===== src/rtl/dcmp_pkg.sv =====
package dcmp_pkg;

    typedef enum logic [2:0] {
        CLS_SNAN   = 3'd0,
        CLS_QNAN   = 3'd1,
        CLS_INF    = 3'd2,
        CLS_ZERO   = 3'd3,
        CLS_DENORM = 3'd4,
        CLS_NORMAL = 3'd5
    } fp_class_e;

    typedef enum logic [1:0] {
        OP_EQ = 2'd0,
        OP_LT = 2'd1,
        OP_LE = 2'd2,
        OP_UN = 2'd3
    } cmp_op_e;

endpackage


===== src/rtl/dcmp_classify.sv =====
module dcmp_classify
    import dcmp_pkg::*;
#(
    parameter int DATA_W = 64,
    parameter int EXP_W  = 11
) (
    input  logic [DATA_W-1:0] val_i,
    output fp_class_e         cls_o,
    output logic              sign_o,
    output logic [DATA_W-2:0] mag_o
);
    localparam int FRAC_W = DATA_W - 1 - EXP_W;

    logic [EXP_W-1:0]  exp_f;
    logic [FRAC_W-1:0] frac_f;
    logic              exp_zero;
    logic              exp_ones;
    logic              frac_zero;

    assign exp_f     = val_i[DATA_W-2 -: EXP_W];
    assign frac_f    = val_i[FRAC_W-1:0];
    assign exp_zero  = (exp_f == '0);
    assign exp_ones  = (exp_f == '1);
    assign frac_zero = (frac_f == '0);
    assign sign_o    = val_i[DATA_W-1];
    assign mag_o     = val_i[DATA_W-2:0];

    always_comb begin
        if (exp_zero) begin
            cls_o = frac_zero ? CLS_ZERO : CLS_DENORM;
        end else if (exp_ones) begin
            if (frac_zero)                cls_o = CLS_INF;
            else if (frac_f[FRAC_W-1])    cls_o = CLS_QNAN;
            else                          cls_o = CLS_SNAN;
        end else begin
            cls_o = CLS_NORMAL;
        end
    end

endmodule


===== src/rtl/dcmp_order.sv =====
module dcmp_order #(
    parameter int DATA_W = 64
) (
    input  logic              sign_a_i,
    input  logic              sign_b_i,
    input  logic [DATA_W-2:0] mag_a_i,
    input  logic [DATA_W-2:0] mag_b_i,
    input  logic              zero_a_i,
    input  logic              zero_b_i,
    output logic              eq_o,
    output logic              lt_o
);
    logic both_zero;
    logic mag_lt;
    logic mag_gt;
    logic mag_eq;

    assign both_zero = zero_a_i && zero_b_i;
    assign mag_lt    = (mag_a_i <  mag_b_i);
    assign mag_gt    = (mag_a_i >  mag_b_i);
    assign mag_eq    = (mag_a_i == mag_b_i);

    always_comb begin
        eq_o = both_zero || ((sign_a_i == sign_b_i) && mag_eq);
        unique case ({sign_a_i, sign_b_i})
            2'b10:   lt_o = !both_zero;
            2'b01:   lt_o = 1'b0;
            2'b11:   lt_o = mag_gt;
            default: lt_o = mag_lt;
        endcase
    end

endmodule


===== src/rtl/dcmp_unit.sv =====
module dcmp_unit
    import dcmp_pkg::*;
#(
    parameter int DATA_W = 64,
    parameter int EXP_W  = 11
) (
    input  logic              clk,
    input  logic              rst_n,
    input  logic              in_valid,
    input  logic [1:0]        op_sel,
    input  logic [DATA_W-1:0] opnd_a,
    input  logic [DATA_W-1:0] opnd_b,
    output logic              out_valid,
    output logic [DATA_W-1:0] result,
    output logic              invalid
);
    localparam int          N_OPND = 2;
    localparam logic [DATA_W-1:0] TRUE_WORD = {2'b01, {(DATA_W-2){1'b0}}};

    typedef struct packed {
        logic              vld;
        logic [DATA_W-1:0] word;
        logic              inv;
    } state_t;

    logic [DATA_W-1:0] opnd   [N_OPND];
    fp_class_e         cls    [N_OPND];
    logic              sgn    [N_OPND];
    logic [DATA_W-2:0] mag    [N_OPND];

    assign opnd[0] = opnd_a;
    assign opnd[1] = opnd_b;

    for (genvar gi = 0; gi < N_OPND; gi++) begin : g_cls
        dcmp_classify #(
            .DATA_W (DATA_W),
            .EXP_W  (EXP_W)
        ) u_cls (
            .val_i  (opnd[gi]),
            .cls_o  (cls[gi]),
            .sign_o (sgn[gi]),
            .mag_o  (mag[gi])
        );
    end

    logic ord_eq;
    logic ord_lt;

    dcmp_order #(
        .DATA_W (DATA_W)
    ) u_ord (
        .sign_a_i (sgn[0]),
        .sign_b_i (sgn[1]),
        .mag_a_i  (mag[0]),
        .mag_b_i  (mag[1]),
        .zero_a_i (cls[0] == CLS_ZERO),
        .zero_b_i (cls[1] == CLS_ZERO),
        .eq_o     (ord_eq),
        .lt_o     (ord_lt)
    );

    logic    any_snan;
    logic    any_qnan;
    cmp_op_e op;

    assign any_snan = (cls[0] == CLS_SNAN) || (cls[1] == CLS_SNAN);
    assign any_qnan = (cls[0] == CLS_QNAN) || (cls[1] == CLS_QNAN);
    assign op       = cmp_op_e'(op_sel);

    state_t st_d;
    state_t st_q;
    logic   truth_d;

    always_comb begin
        st_d     = st_q;
        st_d.vld = in_valid;
        truth_d  = 1'b0;
        if (any_snan || any_qnan) begin
            truth_d = (op == OP_UN);
        end else begin
            unique case (op)
                OP_EQ:   truth_d = ord_eq;
                OP_LT:   truth_d = ord_lt;
                OP_LE:   truth_d = ord_lt || ord_eq;
                default: truth_d = 1'b0;
            endcase
        end
        if (in_valid) begin
            st_d.word = truth_d ? TRUE_WORD : '0;
            st_d.inv  = any_snan;
        end
    end

    always_ff @(posedge clk) begin
        if (!rst_n) st_q <= '0;
        else        st_q <= st_d;
    end

    assign out_valid = st_q.vld;
    assign result    = st_q.word;
    assign invalid   = st_q.inv;

    // Assertions
    assert_true_word_R1: assert property (@(posedge clk) disable iff (!rst_n)
        out_valid |-> (result == '0 || result == TRUE_WORD));

    assert_latency_R2: assert property (@(posedge clk) disable iff (!rst_n)
        in_valid |=> out_valid);

    assert_no_spurious_R2: assert property (@(posedge clk) disable iff (!rst_n)
        !in_valid |=> !out_valid);

    assert_snan_flag_R3: assert property (@(posedge clk) disable iff (!rst_n)
        (in_valid && any_snan) |=> invalid);

    assert_quiet_noflag_R4: assert property (@(posedge clk) disable iff (!rst_n)
        (in_valid && !any_snan) |=> !invalid);

    assert_zero_equal_R5: assert property (@(posedge clk) disable iff (!rst_n)
        (in_valid && cls[0] == CLS_ZERO && cls[1] == CLS_ZERO && op == OP_EQ)
        |=> (result == TRUE_WORD));

    assert_eq_lt_excl_R11: assert property (@(posedge clk) disable iff (!rst_n)
        (in_valid && !any_snan && !any_qnan) |-> !(ord_eq && ord_lt));

    assert_hold_R13: assert property (@(posedge clk) disable iff (!rst_n)
        !in_valid |=> ($stable(result) && $stable(invalid)));

endmodule


===== config.mk =====
export PLATFORM = sky130hd
export DESIGN_NAME = dcmp_unit
export DESIGN_NICKNAME = d
export VERILOG_FILES = /design/src/rtl/dcmp_pkg.sv /design/src/rtl/dcmp_classify.sv /design/src/rtl/dcmp_order.sv /design/src/rtl/dcmp_unit.sv
export SDC_FILE = /design/constraint.sdc
export NUM_CORES = 1
export LEC_CHECK = 0
export BUFFER_PORTS_ARGS = -buffer_cell sky130_fd_sc_hd__buf_2
export CORE_ASPECT_RATIO = 0.5
export CORE_MARGIN = 5
export CORE_UTILIZATION = 44
export CTS_CLUSTER_DIAMETER = 40
export CTS_CLUSTER_SIZE = 8
export DETAILED_ROUTE_END_ITERATION = 6
export PLACE_DENSITY = 0.79
export SLEW_MARGIN = 20
export SYNTH_ARGS = -nofsm -noshare
export SYNTH_HDL_FRONTEND = slang
export SYNTH_HIERARCHICAL = 1
export SYNTH_SLANG_ARGS = --single-unit

===== constraint.sdc =====
create_clock -name clk -period 6.5 [get_ports clk]
set_input_delay 0.65 -clock clk [delete_from_list [all_inputs] [get_ports clk]]
set_output_delay 0.65 -clock clk [all_outputs]
set_load 0.03 [all_outputs]

Word-level counts from Yosys, hierarchy flattened:

Index checks and enable logic that the tools add are counted.

* flip-flop bits (word level): 66
* output and inout port bits: 66
* logic and storage cells: 48

* order comparisons: 2
* equality and inequality tests: 14
* multiplexer cells: 14
* reduce and logical (&&, ||, !) cells: 15

Operators with widths (count)
* $logic_not 52->1: 2
* $eq 63x63->1: 1
* $gt 63x63->1: 1
* $lt 63x63->1: 1
* $mux 63: 1
* $mux 3: 8
* $eq 11x11->1 const B: 2
* $logic_not 11->1: 2
* $eq 2x2->1 const B: 4
* $eq 3x1->1 const B: 2
* $eq 3x2->1 const B: 2
* $logic_not 3->1: 2
* $pmux 1 s3: 2
* $logic_or 1x1->1: 5
* $eq 2x1->1 const B: 2
* $mux 1: 3
* $logic_and 1x1->1: 2
* $logic_not 2->1: 1
* $eq 1x1->1: 1
* $logic_not 1->1: 1

Longest topological paths before layout:

* word-level depth: 12
* mapped depth: 13
* depth with buffers taken out: 12

Hierarchy:

The synthesis kept the hierarchy.

By module, submodules not included
* dcmp_order: instances 1, cells each 236, area an instance 1687.9 sq um
* dcmp_classify: instances 2, cells each 95, area an instance 699.4 sq um
* dcmp_unit: instances 1, cells each 84, area an instance 636.9 sq um

Worst setup path before layout:

No wires, ideal clock.

* path kind: input to register
* start point: in opnd_a[2]
* end point: reg st_q, in the netlist result[62]
* setup time: 0.122 ns
* arrival time: 3.034 ns
* path slack: 3.344 ns
* cell stages on the path: 12
* cells stage by stage: buf_4 -> ha_1 -> a21oi_1 -> a21oi_1 -> o31a_1 -> a2111oi_0 -> o211ai_2 -> a211o_2 -> o211ai_1 -> a22oi_2 -> and2_1 -> o311a_1

* cells in the longest elaborated chain, start to end: 12

RTL lines
* start, declared: line dcmp_unit.sv:11 `input logic [DATA_W-1:0] opnd_a,`
* branches (longest 7 deep; another with $lt 63x63->1)
* $pmux 1 s3 (*): line dcmp_order.sv:25 `unique case ({sign_a_i, sign_b_i})`
* via ord_lt: line dcmp_unit.sv:47 `logic ord_lt;`
* $logic_or 1x1->1: line dcmp_unit.sv:84 `OP_LE: truth_d = ord_lt || ord_eq;`
* $pmux 1 s3 (*): line dcmp_unit.sv:81 `unique case (op)`
* $mux 1 (*): line dcmp_unit.sv:78 `if (any_snan || any_qnan) begin`
* $mux 63 (*): line dcmp_unit.sv:89 `st_d.word = truth_d ? TRUE_WORD : '0;`
* end signal, assigned: line dcmp_unit.sv:96 `else st_q <= st_d;`
* end, declared: line dcmp_unit.sv:71 `state_t st_q;`

Mark *: on every way through the listed nets, which the timed path passes.
A chain may end at the register's enable or synchronous reset.

Worst setup path in the final report:

* start point: in opnd_b[4]
* end point: reg st_q, in the netlist result[62]

* cells in the longest elaborated chain, start to end: 12

RTL lines
* start, declared: line dcmp_unit.sv:12 `input logic [DATA_W-1:0] opnd_b,`
* branches (longest 7 deep; another with $lt 63x63->1)
* $pmux 1 s3 (*): line dcmp_order.sv:25
* via ord_lt: line dcmp_unit.sv:47
* $logic_or 1x1->1: line dcmp_unit.sv:84
* $pmux 1 s3 (*): line dcmp_unit.sv:81
* $mux 1 (*): line dcmp_unit.sv:78
* $mux 63 (*): line dcmp_unit.sv:89

Marked as above.

==> out/metrics.csv <==
stage;metric;value;unit
grt;Global Route Usage Sum;14.2;%
power_and_ir_drop;Lkg Pwr;0.00197;uW
cells_and_area;Final Net Count;720;
synth;Mapped Cells;510;
min_path;Hold Crit Class;reg -> reg;
clocking;Max Buffers Root-to-Sink;2;
cells_and_area;most frequent cells in the layout;buf_2 (135), inv_1 (68), ha_1 (66), conb_1 (63), a21oi_1 (31);
timing;Final min period;3.24;ns
timing;Slew headroom;47.4;%
floorplan;row count;23;
power_and_ir_drop;Net Sw Power;149;uW
synth;Post-Syn Area;0.00372;mm2
place;DP Worst Slack;3.06;ns
power_and_ir_drop;clock share of power;30.0;%
floorplan;Die Wd;140;um
power_and_ir_drop;internal power;175;uW
status;status;finished clean;
synth;Synth warnings;6;
drt;via count;2968;
drt;WL per Instance;13.0;um
timing;Setup violations, final;0;
synth;Avg Inst Size Synth;7.30;um2
floorplan;CORE AREA;0.00812;mm2
drt;Met1 Wirelength;3370;um
timing;setup ws final;3.26;ns
timing;Fin. Hold Viols;0;
cells_and_area;layout cells sized above 1;30.4;%
clocking;CTS tree;yes;
synth;count of different cell masters after synthesis;43;
worst_setup_path;crit end category;flip-flop;
cells_and_area;# diodes;0;
floorplan;Initial Util;45.9;%
clocking;# Post-CTS Setup Buffers;0;
grt;first-pass GRT wire length;12300;um
floorplan;Die ar.;0.0105;mm2
synth;sequential-to-total area share from yosys stat;1.61;%
flow_run;number of max-cap violations;0;
grt;vias in the first global route;2881;
synth;number of synthesized register bits;3;
drt;vias per cell;4.70;
worst_setup_path;crit start category;input pin;
cells_and_area;Fillers;895;
clocking;post-CTS resize count;0;
power_and_ir_drop;Comb power frac;63.8;%
drt;Iter 0 DRT Violations;65;
worst_setup_path;crit path DAT;3.35;ns
timing;final setup skew;0;ns
power_and_ir_drop;Max IR drop VDD;97.2;uV
worst_setup_path;worst reg2reg setup slack;5.76;ns
power_and_ir_drop;Sw Ratio;45.9;%
drt;met3 wire length;684;um
power_and_ir_drop;PD cells;94.8;mW/mm2
grt;grt ovf;0;
grt;pin count of the biggest net entering global routing;7;
grt;initial antenna violation count;0;
timing;Max Slew Vio Count;0;
clocking;total CTS buffers;3;
clocking;CTS root buffer;clkbuf_16;
floorplan;Die H;75.1;um
cells_and_area;commonest non-fill, non-tap cell in the layout;buf_2;
timing;Tcrit/Tclk final;49.9;%
worst_setup_path;worst-path fanout max;2;
drt;TritonRoute pass-1 iters;4;
clocking;clk slew on worst S/H paths;0.03;ns
timing;highest clock rate;0.308;GHz
worst_setup_path;Setup CP Type;in -> reg;
drt;Post-DRT Antenna Nets;0;
cells_and_area;fin util;42.1;%
place;Port-buffer cells;135;
drt;# DRC;0;
worst_setup_path;worst endpoint required time;6.60;ns
drt;WL final;8220;um
floorplan;# IOs;199;
clocking;Post-CTS Hold Fix Bufs;0;
timing;Min Hold Slack;0.518;ns
drt;DR WL met2;4040;um
place;Detail Placement HPWL;7770;um
timing;TNS Setup;0;ns
timing;unrepaired setup endpoints after global routing;false;
power_and_ir_drop;Sequential Power Share;6.2;%
clocking;H-tree levels;1;
timing;worst slew pin tran;0.770;ns
clocking;clock sink count;3;
cells_and_area;Area Overhead vs Synth;-8.23;%
place;routability cong.;0.980;
drt;Top Metal Used;met4;
power_and_ir_drop;Pwr Total;324;uW
clocking;Clock Latency Late Sink;0.22;ns
cell type report:
| type | count | area [um2] | area share (%) |
|---|---|---|---|
| timing repair buffer | 135 | 676 | 19.8 |
| inverter | 68 | 255 | 7.47 |
| tap | 112 | 140 | 4.10 |
| multi-input combinational | 310 | 2210 | 64.6 |
| clock buffer | 4 | 78.8 | 2.31 |
| sequential | 3 | 60.1 | 1.76 |
logic make-up after synthesis:
group	Yosys count	share of synthesized area, %
AO/OA/AOI/OAI	66	11.3
other	1	0.101
flip-flops	3	1.61
XOR/XNOR	1	0.235
AND/OR/NAND/NOR	114	19.2
buffers and inverters	259	45.4
adder cells (fa/ha/maj)	66	22.2
critical path: stages:
cell,delay [ns]
buf_2,0.10
inv_1,0.04
ha_1,0.29
a211oi_1,0.22
nor2_1,0.08
o31a_1,0.24
a2111oi_0,0.56
o211ai_2,0.15
a211o_2,0.36
o211ai_1,0.12
a22oi_2,0.06
and2_1,0.14
o311a_1,0.32
cells in the mapped netlist (all sizes together):
library cell	number	share of area (%)
dfxtp	3	1.6
a211o	1	0.27
ha	66	22
o21a	2	0.40
a31oi	1	0.17
a211oi	1	0.20
and2	2	0.34
xor2	1	0.24
nand4	18	3.4
o21ai	9	1.2
nor2	11	1.1
nand3b	1	0.20
nor2b	1	0.17
o311ai	1	0.24
a2111oi	2	0.47
conb	1	0.10
o311a	1	0.27
and4	1	0.24
o31ai	1	0.20
nand2	23	2.5
o211ai	2	0.54
a311oi	1	0.24
a22oi	1	0.34
or4	1	0.30
nor4	34	8.0
a2bb2oi	2	0.47
inv	68	6.9
a221o	1	0.27
buf	191	39
or3	1	0.17
a21o	6	1.2
and3	2	0.34
nor3	4	0.54
o22ai	1	0.17
nand3	15	2.0
a21oi	31	4.2
o31a	1	0.24
o211a	1	0.27
through the flow:
stage / std cells / instance area, um2
global placement: 628 / 3340
finish: 632 / 3420
detailed placement: 628 / 3340
floorplan: 572 / 3960
global route: 632 / 3420
CTS: 632 / 3420
sequential cells by signal, indices dropped and copies added (netlist names):
name / flops
result: 1
out_valid: 1
invalid: 1
layer usage:
metal	GRT usage, %	up-vias
met2	28.3	131
met5	0	-
met1	16.4	1294
li1	-	1531
met3	1.97	12
met4	3.44	0
worst paths after layout:
check / from / to / cells past startpoint
max: opnd_b[4] / result[62]$_SDFFE_PN0P_ / 13
min: invalid$_SDFFE_PN0P_ / invalid$_SDFFE_PN0P_ / 1
max reg2reg: result[62]$_SDFFE_PN0P_ / result[62]$_SDFFE_PN0P_ / 3
min reg2reg: invalid$_SDFFE_PN0P_ / invalid$_SDFFE_PN0P_ / 1
power groups by stage:
stage	Combinational, uW	Clock (uW)	Sequential [uW]
after CTS	206	97.7	20.2
after detailed placement	205	0	20.4
after global placement	203	0	20.2
final	207	97.0	20.2
after floorplan	212	0	22.5
after global routing	232	99.9	20.3
(Power assumes the default switching activity.)
